<file path="src/rtl/flash_cmd_decoder.sv">
module flash_cmd_decoder #(
  parameter int AW = 18,
  parameter int DW = 16,
  parameter logic [15:0] DEV_CODE = 16'h2780,
  parameter int SECT_LSB = 11,
  parameter int BLK_LSB = 15
) (
  input  logic          clk,
  input  logic          rst_n,
  input  logic          bus_ce_n,
  input  logic          bus_we_n,
  input  logic          bus_oe_n,
  input  logic [AW-1:0] bus_addr,
  input  logic [DW-1:0] bus_wdata,
  input  logic          busy_i,
  output logic          op_start_o,
  output logic [1:0]    op_kind_o,
  output logic [AW-1:0] op_addr_o,
  output logic [DW-1:0] op_data_o,
  output logic          id_mode_o,
  output logic [DW-1:0] id_rdata_o
);
  localparam logic [2:0] S_IDLE = 3'd0, S_C1 = 3'd1, S_C2 = 3'd2, S_PGM = 3'd3,
                         S_E3 = 3'd4, S_E4 = 3'd5, S_E5 = 3'd6;

  logic          wr_act, wr_q, commit;
  logic [AW-1:0] a_q;
  logic [DW-1:0] d_q;
  logic [2:0]    st;
  logic [7:0]    lo;
  logic          at5, at2;

  assign wr_act = !bus_ce_n && !bus_we_n && bus_oe_n;
  assign commit = wr_q && !wr_act;
  assign lo     = d_q[7:0];
  assign at5    = a_q[14:0] == 15'h5555;
  assign at2    = a_q[14:0] == 15'h2AAA;

  assign id_rdata_o = !id_mode_o ? '0 :
                      bus_addr[0] ? DW'(DEV_CODE) : DW'(16'h00BF);

  always_ff @(posedge clk or negedge rst_n) begin
    if (!rst_n) begin
      wr_q <= 1'b0;
      a_q  <= '0;
      d_q  <= '0;
    end else begin
      wr_q <= wr_act;
      if (wr_act && !wr_q) a_q <= bus_addr;
      if (wr_act) d_q <= bus_wdata;
    end
  end

  always_ff @(posedge clk or negedge rst_n) begin
    if (!rst_n) begin
      st         <= S_IDLE;
      id_mode_o  <= 1'b0;
      op_start_o <= 1'b0;
      op_kind_o  <= 2'd0;
      op_addr_o  <= '0;
      op_data_o  <= '0;
    end else begin
      op_start_o <= 1'b0;
      if (commit && !busy_i) begin
        if (st != S_PGM && lo == 8'hF0) begin
          st        <= S_IDLE;
          id_mode_o <= 1'b0;
        end else begin
          st <= S_IDLE;
          case (st)
            S_IDLE: if (at5 && lo == 8'hAA) st <= S_C1;
                    else id_mode_o <= 1'b0;
            S_C1:   if (at2 && lo == 8'h55) st <= S_C2;
                    else id_mode_o <= 1'b0;
            S_C2:   if (at5 && lo == 8'hA0) st <= S_PGM;
                    else if (at5 && lo == 8'h80) st <= S_E3;
                    else if (at5 && lo == 8'h90) id_mode_o <= 1'b1;
                    else id_mode_o <= 1'b0;
            S_PGM: begin
              op_start_o <= 1'b1;
              op_kind_o  <= 2'd0;
              op_addr_o  <= a_q;
              op_data_o  <= d_q;
            end
            S_E3:   if (at5 && lo == 8'hAA) st <= S_E4;
                    else id_mode_o <= 1'b0;
            S_E4:   if (at2 && lo == 8'h55) st <= S_E5;
                    else id_mode_o <= 1'b0;
            S_E5: begin
              if (at5 && lo == 8'h10) begin
                op_start_o <= 1'b1;
                op_kind_o  <= 2'd3;
                op_addr_o  <= '0;
              end else if (lo == 8'h30) begin
                op_start_o <= 1'b1;
                op_kind_o  <= 2'd1;
                op_addr_o  <= {a_q[AW-1:SECT_LSB], {SECT_LSB{1'b0}}};
              end else if (lo == 8'h50) begin
                op_start_o <= 1'b1;
                op_kind_o  <= 2'd2;
                op_addr_o  <= {a_q[AW-1:BLK_LSB], {BLK_LSB{1'b0}}};
              end else id_mode_o <= 1'b0;
            end
            default: id_mode_o <= 1'b0;
          endcase
        end
      end
    end
  end
endmodule

</file>
<file path="config.mk">
export PLATFORM = sky130hd
export DESIGN_NAME = flash_cmd_decoder
export DESIGN_NICKNAME = d
export VERILOG_FILES = /design/src/rtl/flash_cmd_decoder.sv
export SDC_FILE = /design/constraint.sdc
export NUM_CORES = 1
export LEC_CHECK = 0
export BUFFER_PORTS_ARGS = -buffer_cell sky130_fd_sc_hd__buf_2
export CAP_MARGIN = 5
export CORE_ASPECT_RATIO = 1.4
export CORE_UTILIZATION = 50
export DETAILED_ROUTE_END_ITERATION = 12
export GPL_TIMING_DRIVEN = 0
export PLACE_DENSITY = 0.8
export SKIP_LAST_GASP = 1
export SYNTH_ARGS = -nofsm -noshare
export SYNTH_HDL_FRONTEND = slang
export SYNTH_SLANG_ARGS = --single-unit
</file>
<file path="constraint.sdc">
create_clock -name clk -period 2.25 [get_ports clk]
set_input_delay 0.225 -clock clk [delete_from_list [all_inputs] [get_ports clk]]
set_output_delay 0.225 -clock clk [all_outputs]
set_load 0.005 [all_outputs]
</file>
Yosys cells after proc, flatten, opt, wreduce, memory -nomap -nowiden
Index checks and enable logic that the tools add are counted.
{"block": "totals", "regBits": 76, "in_bits": 40, "out_inout_bits": 54}
{"block": "classes", "n_eq_ne": 27, "n_bitwise": 1, "reduce_logical": 24, "n_mux": 34}
{"cell": "18-bit 2-to-1 mux", "n": 3}
{"cell": "8-bit == test, second input constant", "n": 5}
{"cell": "18-bit case mux with 2 select lines", "n": 1}
{"cell": "14-bit 2-to-1 mux", "n": 2}
{"cell": "3-bit != test, second input constant", "n": 7}
{"cell": "8-bit by 7-bit == test with 1-bit output, second input constant", "n": 2}
{"cell": "15-bit by 14-bit == test with 1-bit output, second input constant", "n": 1}
{"cell": "15-bit == test, second input constant", "n": 1}
{"cell": "1-bit 2-to-1 mux", "n": 15}
{"cell": "3-bit 2-to-1 mux", "n": 5}
{"cell": "3-bit case mux with 5 select lines", "n": 1}
{"cell": "1-bit logical AND", "n": 12}
{"cell": "3-bit == test, second input constant", "n": 3}
{"cell": "9-bit AND reduction", "n": 1}
{"cell": "8-bit by 5-bit == test with 1-bit output, second input constant", "n": 1}
{"cell": "8-bit by 6-bit == test with 1-bit output, second input constant", "n": 1}
{"cell": "2-bit 2-to-1 mux", "n": 4}
{"cell": "3-bit by 2-bit == test with 1-bit output, second input constant", "n": 2}
{"cell": "1-bit logical NOT", "n": 5}
{"cell": "1-bit case mux with 5 select lines", "n": 1}
{"cell": "4-bit != test, second input constant", "n": 1}
{"cell": "2-bit case mux with 2 select lines", "n": 1}
{"cell": "4-bit AND reduction", "n": 1}
{"cell": "2-bit OR reduction", "n": 2}
{"cell": "other kinds (8)", "n": 8}

Logic depth before layout (Yosys ltp)
Gate-level depths: netlist (run 1).
{"block": "depth", "depth_word": 7, "depth_mapped": 7, "mapped_depth_nobuf": 5}

Worst setup path before layout (run 1)
OpenSTA, ideal clock, no wires.
{"block": "synth_timing", "path_kind": "flip-flop to flip-flop", "start": "reg a_q[6]", "end": "reg id_mode_o", "stages_incl_launch_ff": 6, "required_time_ps": 2122, "slack_ps": 621, "arrival_ps": 1501, "setup_ps": 128, "period_less_slack_ps": 1629, "path_cell_list": "dfrtp_1 -> and4bb_2 -> a41oi_1 -> nor3_1 -> nor4_1 -> mux2_1"}
{"block": "synth_between", "elab_chain_cells": 7, "elab_cells_between_ends": 19, "classes_between": "eq/ne (7); mux (5); reduce/logical (7)"}
{"item": "start: declaration", "line_no": "27", "text": "logic [AW-1:0] a_q;"}
{"item": "start signal: assignment", "line_no": "49", "text": "if (wr_act && !wr_q) a_q <= bus_addr;"}
{"item": "15-bit == test", "line_no": "36", "text": "assign at5 = a_q[14:0] == 15'h5555;"}
{"item": "1-bit logical AND", "line_no": "77", "text": "else if (at5 && lo == 8'h90) id_mode_o <= 1'b1;"}
{"item": "1-bit 2-to-1 mux", "line_no": "77"}
{"item": "1-bit 2-to-1 mux", "line_no": "76", "text": "else if (at5 && lo == 8'h80) st <= S_E3;"}
{"item": "1-bit 2-to-1 mux", "line_no": "75", "text": "S_C2: if (at5 && lo == 8'hA0) st <= S_PGM;"}
{"item": "1-bit case mux with 5 select lines", "line_no": "70", "text": "case (st)"}
{"item": "1-bit 2-to-1 mux", "line_no": "65", "text": "if (st != S_PGM && lo == 8'hF0) begin"}
{"item": "end signal: assignment", "line_no": "67", "text": "id_mode_o <= 1'b0;"}
{"item": "end signal: assignment", "line_no": "72", "text": "else id_mode_o <= 1'b0;"}
{"item": "end signal: assignment", "line_no": "77"}
{"item": "end: declaration", "line_no": "20", "text": "output logic id_mode_o,"}
Several ways; a longest one is shown, not always the timed one. The select of a mux whose other input is x is not followed.
A chain may end at the register's enable or synchronous reset.

Worst setup path in the final report (run 1)
{"block": "layout_timing", "start": "reg d_q[3]", "end": "reg op_addr_o[16]"}
{"block": "layout_between", "elab_chain_cells": 4, "elab_cells_between_ends": 12, "classes_between": "eq/ne (5); mux (3); bitwise (1); reduce/logical (3)"}
{"item": "start: declaration", "line_no": "28", "text": "logic [DW-1:0] d_q;"}
{"item": "start signal: assignment", "line_no": "50", "text": "if (wr_act) d_q <= bus_wdata;"}
{"item": "8-bit by 5-bit == test with 1-bit output, or another cell as far along", "line_no": "90", "text": "if (at5 && lo == 8'h10) begin"}
{"item": "1-bit logical AND, or another cell as far along", "line_no": "90"}
{"item": "4-bit != test (no line), or another cell as far along"}
{"item": "4-bit AND reduction (no line) / 18-bit case mux with 2 select lines (equally long branches)"}
{"item": "end signal: assignment", "line_no": "82", "text": "op_addr_o <= a_q;"}
{"item": "end signal: assignment", "line_no": "97", "text": "op_addr_o <= {a_q[AW-1:SECT_LSB], {SECT_LSB{1'b0}}};"}
{"item": "end signal: assignment", "line_no": "101", "text": "op_addr_o <= {a_q[AW-1:BLK_LSB], {BLK_LSB{1'b0}}};"}
{"item": "end: declaration", "line_no": "18", "text": "output logic [AW-1:0] op_addr_o,"}
Several ways; a longest one is shown, not always the timed one.

==> metrics.txt, run 1 <==
final design instance area without fill=roughly 4300 sq um; Comb pwr share=10.0%; Final setup viols=0; Area Growth Syn to Fin=24.8%; Cell Chain, Critical Path=nor2_1, nand4b_1, or4_1, nand2_1, mux2i_1; Synth warnings=0; final hold viol count=0; commonest non-fill, non-tap cells in the layout=89 x buf_2, 76 x dfrtp_1, 49 x mux2_2; root buf cell=clkbuf_8; GRT Total Usage=20.8%; Worst EP required=2480 ps; routed length on met3=278 um; largest area contributor in the netlist=dfrtp_1; CP endpoint kind=flop; Post-synth ARST share=100%; nets=416; worst vdd ir=476 uV; Pins Over Slew Limit=0; TritonRoute pass-1 iters=4; final core utilization=between 60% and 70%; Cell Area, Synth=3470 sq um; CTS tree=done; CP startpoint kind=flop; Top Metal Used=met4; Final WS setup=298 ps; gp weighted congestion=0.865; syn_area_per_cell=12.8 sq um; Routed wire per std cell=roughly 14 um; die area=7280 sq um; final period utilization=between 80% and 90%; Yosys top cell area share=54.9%; RSZ-0062 raised after global routing=false; flops & latches, synth=76; EDFF count, synth=0; dpl hpwl=5020 um; post-CTS sizing=0; share of layout cells above drive strength 1=49.6%; clk_skew=about 11 ps; switching fraction of total power=23.7%; commonest non-fill, non-tap cell in the layout=buf_2; Worst path slowest cell=or4_1; register area share after synthesis=54.9%; pre-CTS WS=302 ps; Flop pwr share=roughly 51%; die width=72.4 um; Synth area leaders=dfrtp_1 55%, mux2_2 16%, mux2i_1 4.0%; Internal=0.00244 W; DRC violations left=0; clock slew at reported path FFs=80 ps; hold crit path type=input port to flop; final setup TNS=0 ps; Sw Pwr=0.000756 W; Core Area=6660 sq um; Bufs on Longest Clock Path=2; Die Height=101 um; P_leak=approximately 2.3 nW; Max-Cap Viols=0; Antenna Cells=0; largest net degree at the start of global routing=54; largest fanout on the critical path=5; antenna violations before repair=0; critical path type=flop to flop; vias in the first global route=~2400; Port Buffers=88; Cell variety after synth=48; clock sink count=76; first-pass GRT wire length=11400 um; fmax=between 0.5 and 0.6 GHz; Pwr Total=0.00320 W; H-tree depth=3; synthesized netlist cell count=271; Antenna Nets Post-Route=0; via count=2393; status=complete, no violations; aggregate global routing overflow=0; CTS buffer count=9; Worst-Skew Late Latency=340 ps; clock share of power=roughly two fifths; initial core utilization=52.1%; DP Area=a little over 4000 sq um; arrival time of the worst setup path=2180 ps; Main synth FF type=dfrtp_1; drt via density=5.06; max incr delay on CP=600 ps; Row Count=35; Min Clock Period, post-route=1950 ps; met2 routed WL=3580 um; final wirelength=6810 um; pwr dens=739 nW/um^2; met1 WL=between 2000 and 3000 um; Iter 0 DRT Violations=148; I/O pin total=94
==> worst max-delay path: cells and delay by family, from the launching register on <==
kind / cells / cell delay, ps
mux: 1 / 70
flops: 1 / 420
simple gates: 4 / 1350
==> worst paths after layout <==
check / startpoint / end / slack (ps) / cells after the start
setup / recovery: d_q[3]$_DFFE_PN0P_ / op_addr_o[16]$_DFFE_PN0P_ / 300 / 5
hold / removal: bus_wdata[5] / d_q[5]$_DFFE_PN0P_ / 90 / 3
max in group asynchronous: rst_n / d_q[5]$_DFFE_PN0P_ / 1360 / 3
min in group asynchronous: rst_n / op_addr_o[1]$_DFFE_PN0P_ / 320 / 2
setup reg to reg: d_q[3]$_DFFE_PN0P_ / op_addr_o[16]$_DFFE_PN0P_ / 300 / 5
hold reg to reg: d_q[9]$_DFFE_PN0P_ / d_q[9]$_DFFE_PN0P_ / 500 / 1
==> cells in the mapped netlist (2+ instances only) <==
library cell   n
nand2_1       18
nand3b_1       5
a21oi_1        3
inv_1         17
nor3_2         2
mux2_2        49
nor2_1         5
nor4_1         2
or4_1          2
buf_6          5
and3b_1        3
mux2i_1       14
nor3_1         3
dfrtp_1       76
nand4_1        4
o21ai_0        5
buf_2          2
buf_4         15
a22o_1         5
clkbuf_1       2
a41oi_1        2
nand3_1        3
o31ai_1        2
nor2b_1        2
and4b_1        2
==> flip-flops by register name, summed over array words and instances, names as in the netlist <==
register and count:
op_addr_o 18, op_data_o 16, op_start_o 1, d_q 16, st 3, op_kind_o 2, id_mode_o 1, wr_q 1
a_q 18
==> layout make-up <==
| class | instances | area [sq um] |
|---|---|---|
| well taps | 92 | 115 |
| clock inverters | 6 | 111 |
| multi-input cells | 157 | 1330 |
| inverters | 17 | 63.8 |
| repair buffers | 90 | 480 |
| clock buffers | 10 | 138 |
| flip-flops and latches | 76 | 1900 |
| plain buffers | 25 | 191 |
| fillers | 567 | 2330 |
==> per-stage QoR <==
stage	instances	hold WS, ps
after floorplan	275	-70.6
after global placement	455	433
after detailed placement	456	148
after CTS	473	78.1
after global routing	473	90.7
final	473	89.9
==> routing by layer <==
| metal | up-vias | track usage [%] |
|---|---|---|
| li1 | 1152 | - |
| met1 | 1154 | 24.9 |
| met2 | 72 | 35.3 |
| met3 | 15 | 3.70 |
| met4 | 0 | 11.3 |
| met5 | - | 0 |
==> power groups by stage <==
stage	clock [W]	combinational [W]	sequential [W]
2_1_floorplan	0	0.000224	0.00160
3_3_place_gp	0	0.000306	0.00163
3_5_place_dp	0	0.000322	0.00164
4_1_cts	0.00129	0.000326	0.00162
5_1_grt	0.00134	0.000359	0.00164
6_report	0.00126	0.000321	0.00162
==> timing repair <==
action,4_1_cts,5_1_grt
endpoints found under the hold margin,23,0
setup endpoints to repair,0,0
hold buffers,1,0
buffers inserted,0,0
==> kinds of logic after synthesis <==
group | Yosys count | synth area share (%)
other | 1 | 0.108
multiplexers | 64 | 20.3
AND/OR/NAND/NOR | 66 | 12.8
buffers and inverters | 42 | 7.36
AO/OA/AOI/OAI | 22 | 4.62
flip-flops | 76 | 54.9
Power figures use the tool's default switching activity.
==> run 2, diff against run 1 <==
--- a/config.mk
+++ b/config.mk
@@ -5,13 +5,14 @@
 export SDC_FILE = /design/constraint.sdc
 export NUM_CORES = 1
 export LEC_CHECK = 0
+export ABC_AREA = 1
 export BUFFER_PORTS_ARGS = -buffer_cell sky130_fd_sc_hd__buf_2
 export CAP_MARGIN = 5
 export CORE_ASPECT_RATIO = 1.4
 export CORE_UTILIZATION = 50
 export DETAILED_ROUTE_END_ITERATION = 12
 export GPL_TIMING_DRIVEN = 0
-export PLACE_DENSITY = 0.8
+export PLACE_DENSITY = 0.79
 export SKIP_LAST_GASP = 1
 export SYNTH_ARGS = -nofsm -noshare
 export SYNTH_HDL_FRONTEND = slang
==> metrics.txt, run 2 <==
via count=3026 (+26%); switching fraction of total power=29.3% (+5.6 points); arrival time of the worst setup path=1890 ps (-290 ps); Antenna Nets Post-Route=0 (unchanged); I/O pin total=94 (unchanged); Area Growth Syn to Fin=19.7%; DP Area=4260 sq um (+4.8%); final design instance area without fill=4410 sq um (+2.0%); root buf cell=clkbuf_8; fmax=0.605 GHz (+18%); register area share after synthesis=51.6% (-3.3 points); Final setup viols=0 (unchanged); CP endpoint kind=flop; TritonRoute pass-1 iters=4 (unchanged); Core Area=7030 sq um (+5.6%); RSZ-0062 raised after global routing=false; die area=7720 sq um (+6.2%); commonest non-fill, non-tap cell in the layout=nand2_1; syn_area_per_cell=8.69 sq um (-32%); aggregate global routing overflow=0 (unchanged); # Post-CTS Setup Buffers=0 (unchanged); share of layout cells above drive strength 1=34.1% (-16 points); pwr dens=686 nW/um^2 (-7.1%); H-tree depth=3 (unchanged); Flop pwr share=55.1% (+4.6 points); final wirelength=7640 um (+12%); EDFF count, synth=0 (unchanged); post-CTS sizing=0 (unchanged); status=complete, no violations; Die Height=104 um (+3.0%); Comb pwr share=16.9% (+6.9 points); critical path type=flop to flop; gp weighted congestion=0.924 (+6.8%); final hold viol count=0 (unchanged); vias in the first global route=2909 (+22%); worst slew pin tran=between 900 and 1000 ps; largest area contributor in the netlist=dfrtp_1; Iter 0 DRT Violations=218 (+47%); Sw Pwr=0.000887 W (+17%); initial core utilization=52.5% (+0.37 points); Row Count=36 (+2.9%); first-pass GRT wire length=12700 um (+12%); Final WS setup=597 ps (+299 ps); pre-CTS WS=504 ps (+203 ps); hold crit path type=input port to async pin; Worst-Skew Late Latency=350 ps (about the same); Post-synth ARST share=100% (unchanged); clock share of power=27.9% (-12 points); Main synth FF type=dfrtp_1; Synth warnings=0 (unchanged); Worst EP required=2480 ps (about the same); count leader, synth=nand2_1; dpl hpwl=5830 um (+16%); clock slew at reported path FFs=80 ps (about the same); CP startpoint kind=flop; cts hold-fix bufs=0 (-1); P_leak=2.40 nW (+4.3%); largest fanout on the critical path=10 (+5); CTS tree=done; CTS buffer count=9 (unchanged); Max-Cap Viols=0 (unchanged); antenna violations before repair=0 (unchanged); Internal=0.00214 W (-12%); Pins Over Slew Limit=0 (unchanged); Cell Area, Synth=3690 sq um (+6.3%); GRT Total Usage=21.5% (+0.71 points); Synth area leaders=dfrtp_1 52%, nand2_1 12%, nor2_1 5.7%; drt via density=4.83 (-4.5%); synthesized netlist cell count=424 (+56%); Routed wire per std cell=12.2 um (-15%); filler cell count in the final layout=641 (+13%); worst vdd ir=460 uV (-3.2%); Bufs on Longest Clock Path=2 (unchanged); top cells by count, synth=115 x nand2_1, 76 x dfrtp_1, 56 x nor2_1, 30 x inv_1, 21 x o21ai_0; clk_skew=12.3 ps (+1.49 ps); commonest non-fill, non-tap cells in the layout=115 x nand2_1, 89 x buf_2, 76 x dfrtp_1; DRC violations left=0 (unchanged); flops & latches, synth=76 (unchanged); Cell variety after synth=29 (-40%); top flop regs=a_q: 18 flops, op_addr_o: 18 flops; final setup TNS=0 ps (unchanged); final period utilization=73.5% (-13 points); clock sink count=76 (unchanged); largest net degree at the start of global routing=77 (+43%); nets=567 (+36%); Min Clock Period, post-route=1650 ps (-299 ps); Port Buffers=88 (unchanged); Antenna Cells=0 (unchanged); Yosys top cell area share=51.6% (-3.3 points); worst rel slew slack=38.8%; die width=74.6 um (+3.0%)
==> run 2: cell count changes in the layout (fill, tap and decap cells not counted), sizes merged, moves of 12 or more <==
cell | before | now
mux2 | 50 | 13
nor2 | 6 | 61
nand2 | 19 | 133
o21ai | 6 | 38
mux2i | 14 | 0
inv | 17 | 34
a21oi | 4 | 16
==> run 2: worst max-delay path, cell delays in order (launching register included) <==
cell	delay, ps
dfrtp_1	410
inv_2	100
nand3_2	130
nand2_1	140
o21ai_2	90
a21oi_4	250
nand2_8	130
buf_12	170
nand2_2	50
o21ai_2	40
==> run 2: layout make-up <==
cell class | count | area, sq um | share of cell area, %
Buffer | 25 | 189 | 4.28
Clock buffer | 12 | 135 | 3.06
Clock inverter | 3 | 15.0 | 0.340
Inverter | 37 | 139 | 3.15
Multi-Input combinational cell | 290 | 1470 | 33.3
Sequential cell | 76 | 1900 | 43.1
Tap cell | 95 | 119 | 2.69
Timing Repair Buffer | 88 | 443 | 10.0
==> run 2: worst paths after layout <==
check	slack (ps)	start	end	depth (start not counted)
worst max register to register	600	st[2]$_DFFE_PN0P_	op_kind_o[1]$_DFFE_PN0P_	9
max in group asynchronous	1640	rst_n	wr_q$_DFF_PN0_	1
min in group clk	70	bus_wdata[13]	d_q[13]$_DFFE_PN0P_	3
worst min-delay path	20	rst_n	op_addr_o[0]$_DFFE_PN0P_	1
worst max-delay path	600	st[2]$_DFFE_PN0P_	op_kind_o[1]$_DFFE_PN0P_	9
worst min register to register	480	d_q[14]$_DFFE_PN0P_	d_q[14]$_DFFE_PN0P_	2
==> run 2: logic make-up after synthesis <==
logic type | share of synthesized area [%]
AOI/OAI and AO/OA | 9.54
buffers and inverters | 8.89
DFF | 51.6
muxes | 3.97
other | 0.102
and+or+nand+nor | 25.9
==> run 2: metal layers <==
layer	wire length (um)	share of wire [%]	up-vias	GRT usage [%]
li1	-	-	1532	-
met1	3210	42	1394	24.9
met2	3960	52	84	36.7
met3	301	3.9	16	5.35
met4	165	2.2	0	9.16
met5	0	0	-	0
==> run 2: power by group through the flow <==
stage	clock network [W]	registers [W]	logic [W]
after detailed placement	0	0.00169	0.000517
after global placement	0	0.00168	0.000503
after global routing	0.000919	0.00169	0.000596
after floorplan	0	0.00167	0.000329
final	0.000846	0.00167	0.000513
after CTS	0.000864	0.00167	0.000519
==> run 2: metrics by stage <==
step	cells	hold slack, ps	util [%]	power [W]
2_1_floorplan	428	-70.6	-	0.00200
3_3_place_gp	611	420	60.6	0.00219
3_5_place_dp	611	423	60.7	0.00221
4_1_cts	626	43.8	62.8	0.00305
5_1_grt	626	72.5	62.8	0.00321
6_report	626	20.2	62.8	0.00303
==> run 3, diff against run 2 <==
==> constraint.sdc (replaced) <==
create_clock -name clk -period 1.6 [get_ports clk]
set_input_delay 0.16 -clock clk [delete_from_list [all_inputs] [get_ports clk]]
set_output_delay 0.16 -clock clk [all_outputs]
set_load 0.005 [all_outputs]
==> metrics.txt, run 3 (synthesized netlist as in run 2, its figures left out) <==
P_leak=2.52 nW (+5.0%); CTS tree=done; root buf cell=clkbuf_8; Pins Over Slew Limit=0 (unchanged); fmax=0.627 GHz (+3.7%); worst slew pin tran=931 ps (+13.8 ps); filler cell count in the final layout=600 (-6.4%); die area=7720 sq um (unchanged); arrival time of the worst setup path=1850 ps (-40 ps); dpl hpwl=5830 um (unchanged); worst vdd ir=661 uV (+43%); Bufs on Longest Clock Path=2 (unchanged); clock sink count=76 (unchanged); Cell Chain, Critical Path=nor2_4, nand2_4, clkinvlp_4, nand4_1, nand3_4, nand2_8, clkbuf_16, nand2_2, o21ai_2; vias in the first global route=2937 (+0.96%); clock slew at reported path FFs=80 ps (about the same); TritonRoute pass-1 iters=5 (+1); Iter 0 DRT Violations=160 (-27%); top flop regs=a_q: 18 flops, op_addr_o: 18 flops; Worst path slowest cell=dfrtp_1; first-pass GRT wire length=12800 um (+0.71%); initial core utilization=52.5% (unchanged); Die Height=104 um (unchanged); Worst EP required=1860 ps (-620 ps); share of layout cells above drive strength 1=38.2% (+4.1 points); final setup TNS=0 ps (unchanged); Worst-Skew Late Latency=360 ps (about the same); final wirelength=8220 um (+7.6%); RSZ-0062 raised after global routing=true; commonest non-fill, non-tap cell in the layout=nand2_1; Antenna Cells=0 (unchanged); nets=583 (+2.8%); max incr delay on CP=420 ps (about the same); Final setup viols=0 (unchanged); Antenna Nets Post-Route=0 (unchanged); largest fanout on the critical path=9 (-1); Max-Cap Viols=0 (unchanged); Min Clock Period, post-route=1590 ps (-58.4 ps); hold crit path type=input port to flop; Area Growth Syn to Fin=26.8%; Port Buffers=88 (unchanged); critical path type=flop to flop; status=complete, no violations; worst rel slew slack=37.9% (-0.92 points); final core utilization=66.5% (+3.7 points); drt via density=4.90 (+1.4%); DRC violations left=0 (unchanged); CP startpoint kind=flop; commonest non-fill, non-tap cells in the layout=114 x nand2_1, 89 x buf_2, 74 x dfrtp_1; clk_skew=14.5 ps (+2.18 ps); I/O pin total=94 (unchanged); CTS buffer count=9 (unchanged); Core Area=7030 sq um (unchanged); GRT Total Usage=21.7% (+0.14 points); Pwr Total=0.00435 W (+44%); H-tree depth=3 (unchanged); gp weighted congestion=0.924 (unchanged); Routed wire per std cell=12.8 um (+4.9%); pwr dens=931 nW/um^2 (+36%); final period utilization=99.7% (+26 points); die width=74.6 um (unchanged); CP endpoint kind=flop; final hold viol count=0 (unchanged); via count=3146 (+4.0%); largest net degree at the start of global routing=77 (unchanged); antenna violations before repair=0 (unchanged); aggregate global routing overflow=0 (unchanged); Row Count=36 (unchanged)
-- run 3: cell types whose count changed in the layout (fill, tap and decap cells not counted), sizes merged --
cell	before	now
clkbuf	17	19
buf	108	119
inv	34	35
dlygate4sd3	0	3
clkinvlp	0	1
clkinv	6	4
-- run 3: layout make-up --
cell class / instances / area (sq um) / share of cell area [%]
Clock buffer: 12 / 135 / 2.89
Inverter: 37 / 143 / 3.05
Timing Repair Buffer: 104 / 606 / 13.0
Clock inverter: 3 / 15.0 / 0.321
Buffer: 25 / 203 / 4.34
Tap cell: 95 / 119 / 2.54
Sequential cell: 76 / 1900 / 40.7
Multi-Input combinational cell: 290 / 1550 / 33.2
-- run 3: final timing paths --
kind                                     start                        end  slack [ps]  depth (start not counted)
hold / removal                   bus_wdata[11]        d_q[11]$_DFFE_PN0P_          10                          3
setup / recovery            d_q[0]$_DFFE_PN0P_   op_addr_o[0]$_DFFE_PN0P_           5                          9
hold reg to reg            d_q[14]$_DFFE_PN0P_        d_q[14]$_DFFE_PN0P_         480                          2
setup reg to reg            d_q[0]$_DFFE_PN0P_   op_addr_o[0]$_DFFE_PN0P_           5                          9
max in group asynchronous                rst_n         d_q[6]$_DFFE_PN0P_         460                          2
min in group asynchronous                rst_n  op_addr_o[15]$_DFFE_PN0P_         500                          2
-- run 3: power breakdown --
group          internal, W  switching [W]
sequential         0.00216       0.000203
combinational     0.000350       0.000447
clock             0.000548       0.000647
-- run 3: routing by layer --
metal  vias up  share of wire [%]  track usage [%]
met5         -                  0                0
met4         0                1.8             9.30
met3        17                4.4             5.45
met2        90                 53             36.9
met1      1472                 40             24.9
li1       1567                  -                -
-- run 3: timing repair --
item                       4_1_cts  5_1_grt
resized for setup                1       26
pin swaps                        2        9
hold buffers                     3        0
setup endpoints to repair       19       31
gates cloned                     0        2
hold endpoints to repair        78        0
buffers inserted                 3        8
-- run 3: worst max-delay path, delay by kind of cell (launching register included) --
kind / cells / cell delay (ps)
buf+inv: 2 / 280
compound gates: 1 / 50
flops: 1 / 420
simple gates: 6 / 750
-- run 3: per-stage QoR --
stage | hold WS, ps | cell area [sq um] | instances | worst slack (ps)
finish | 11.3 | 4670 | 642 | 5.07
detailed placement | 358 | 4260 | 611 | -80.6
global route | 7.46 | 4670 | 642 | -110
floorplan | -136 | 3700 | 428 | 147
CTS | 1.20 | 4470 | 632 | 5.50
global placement | 355 | 4260 | 611 | -49.8
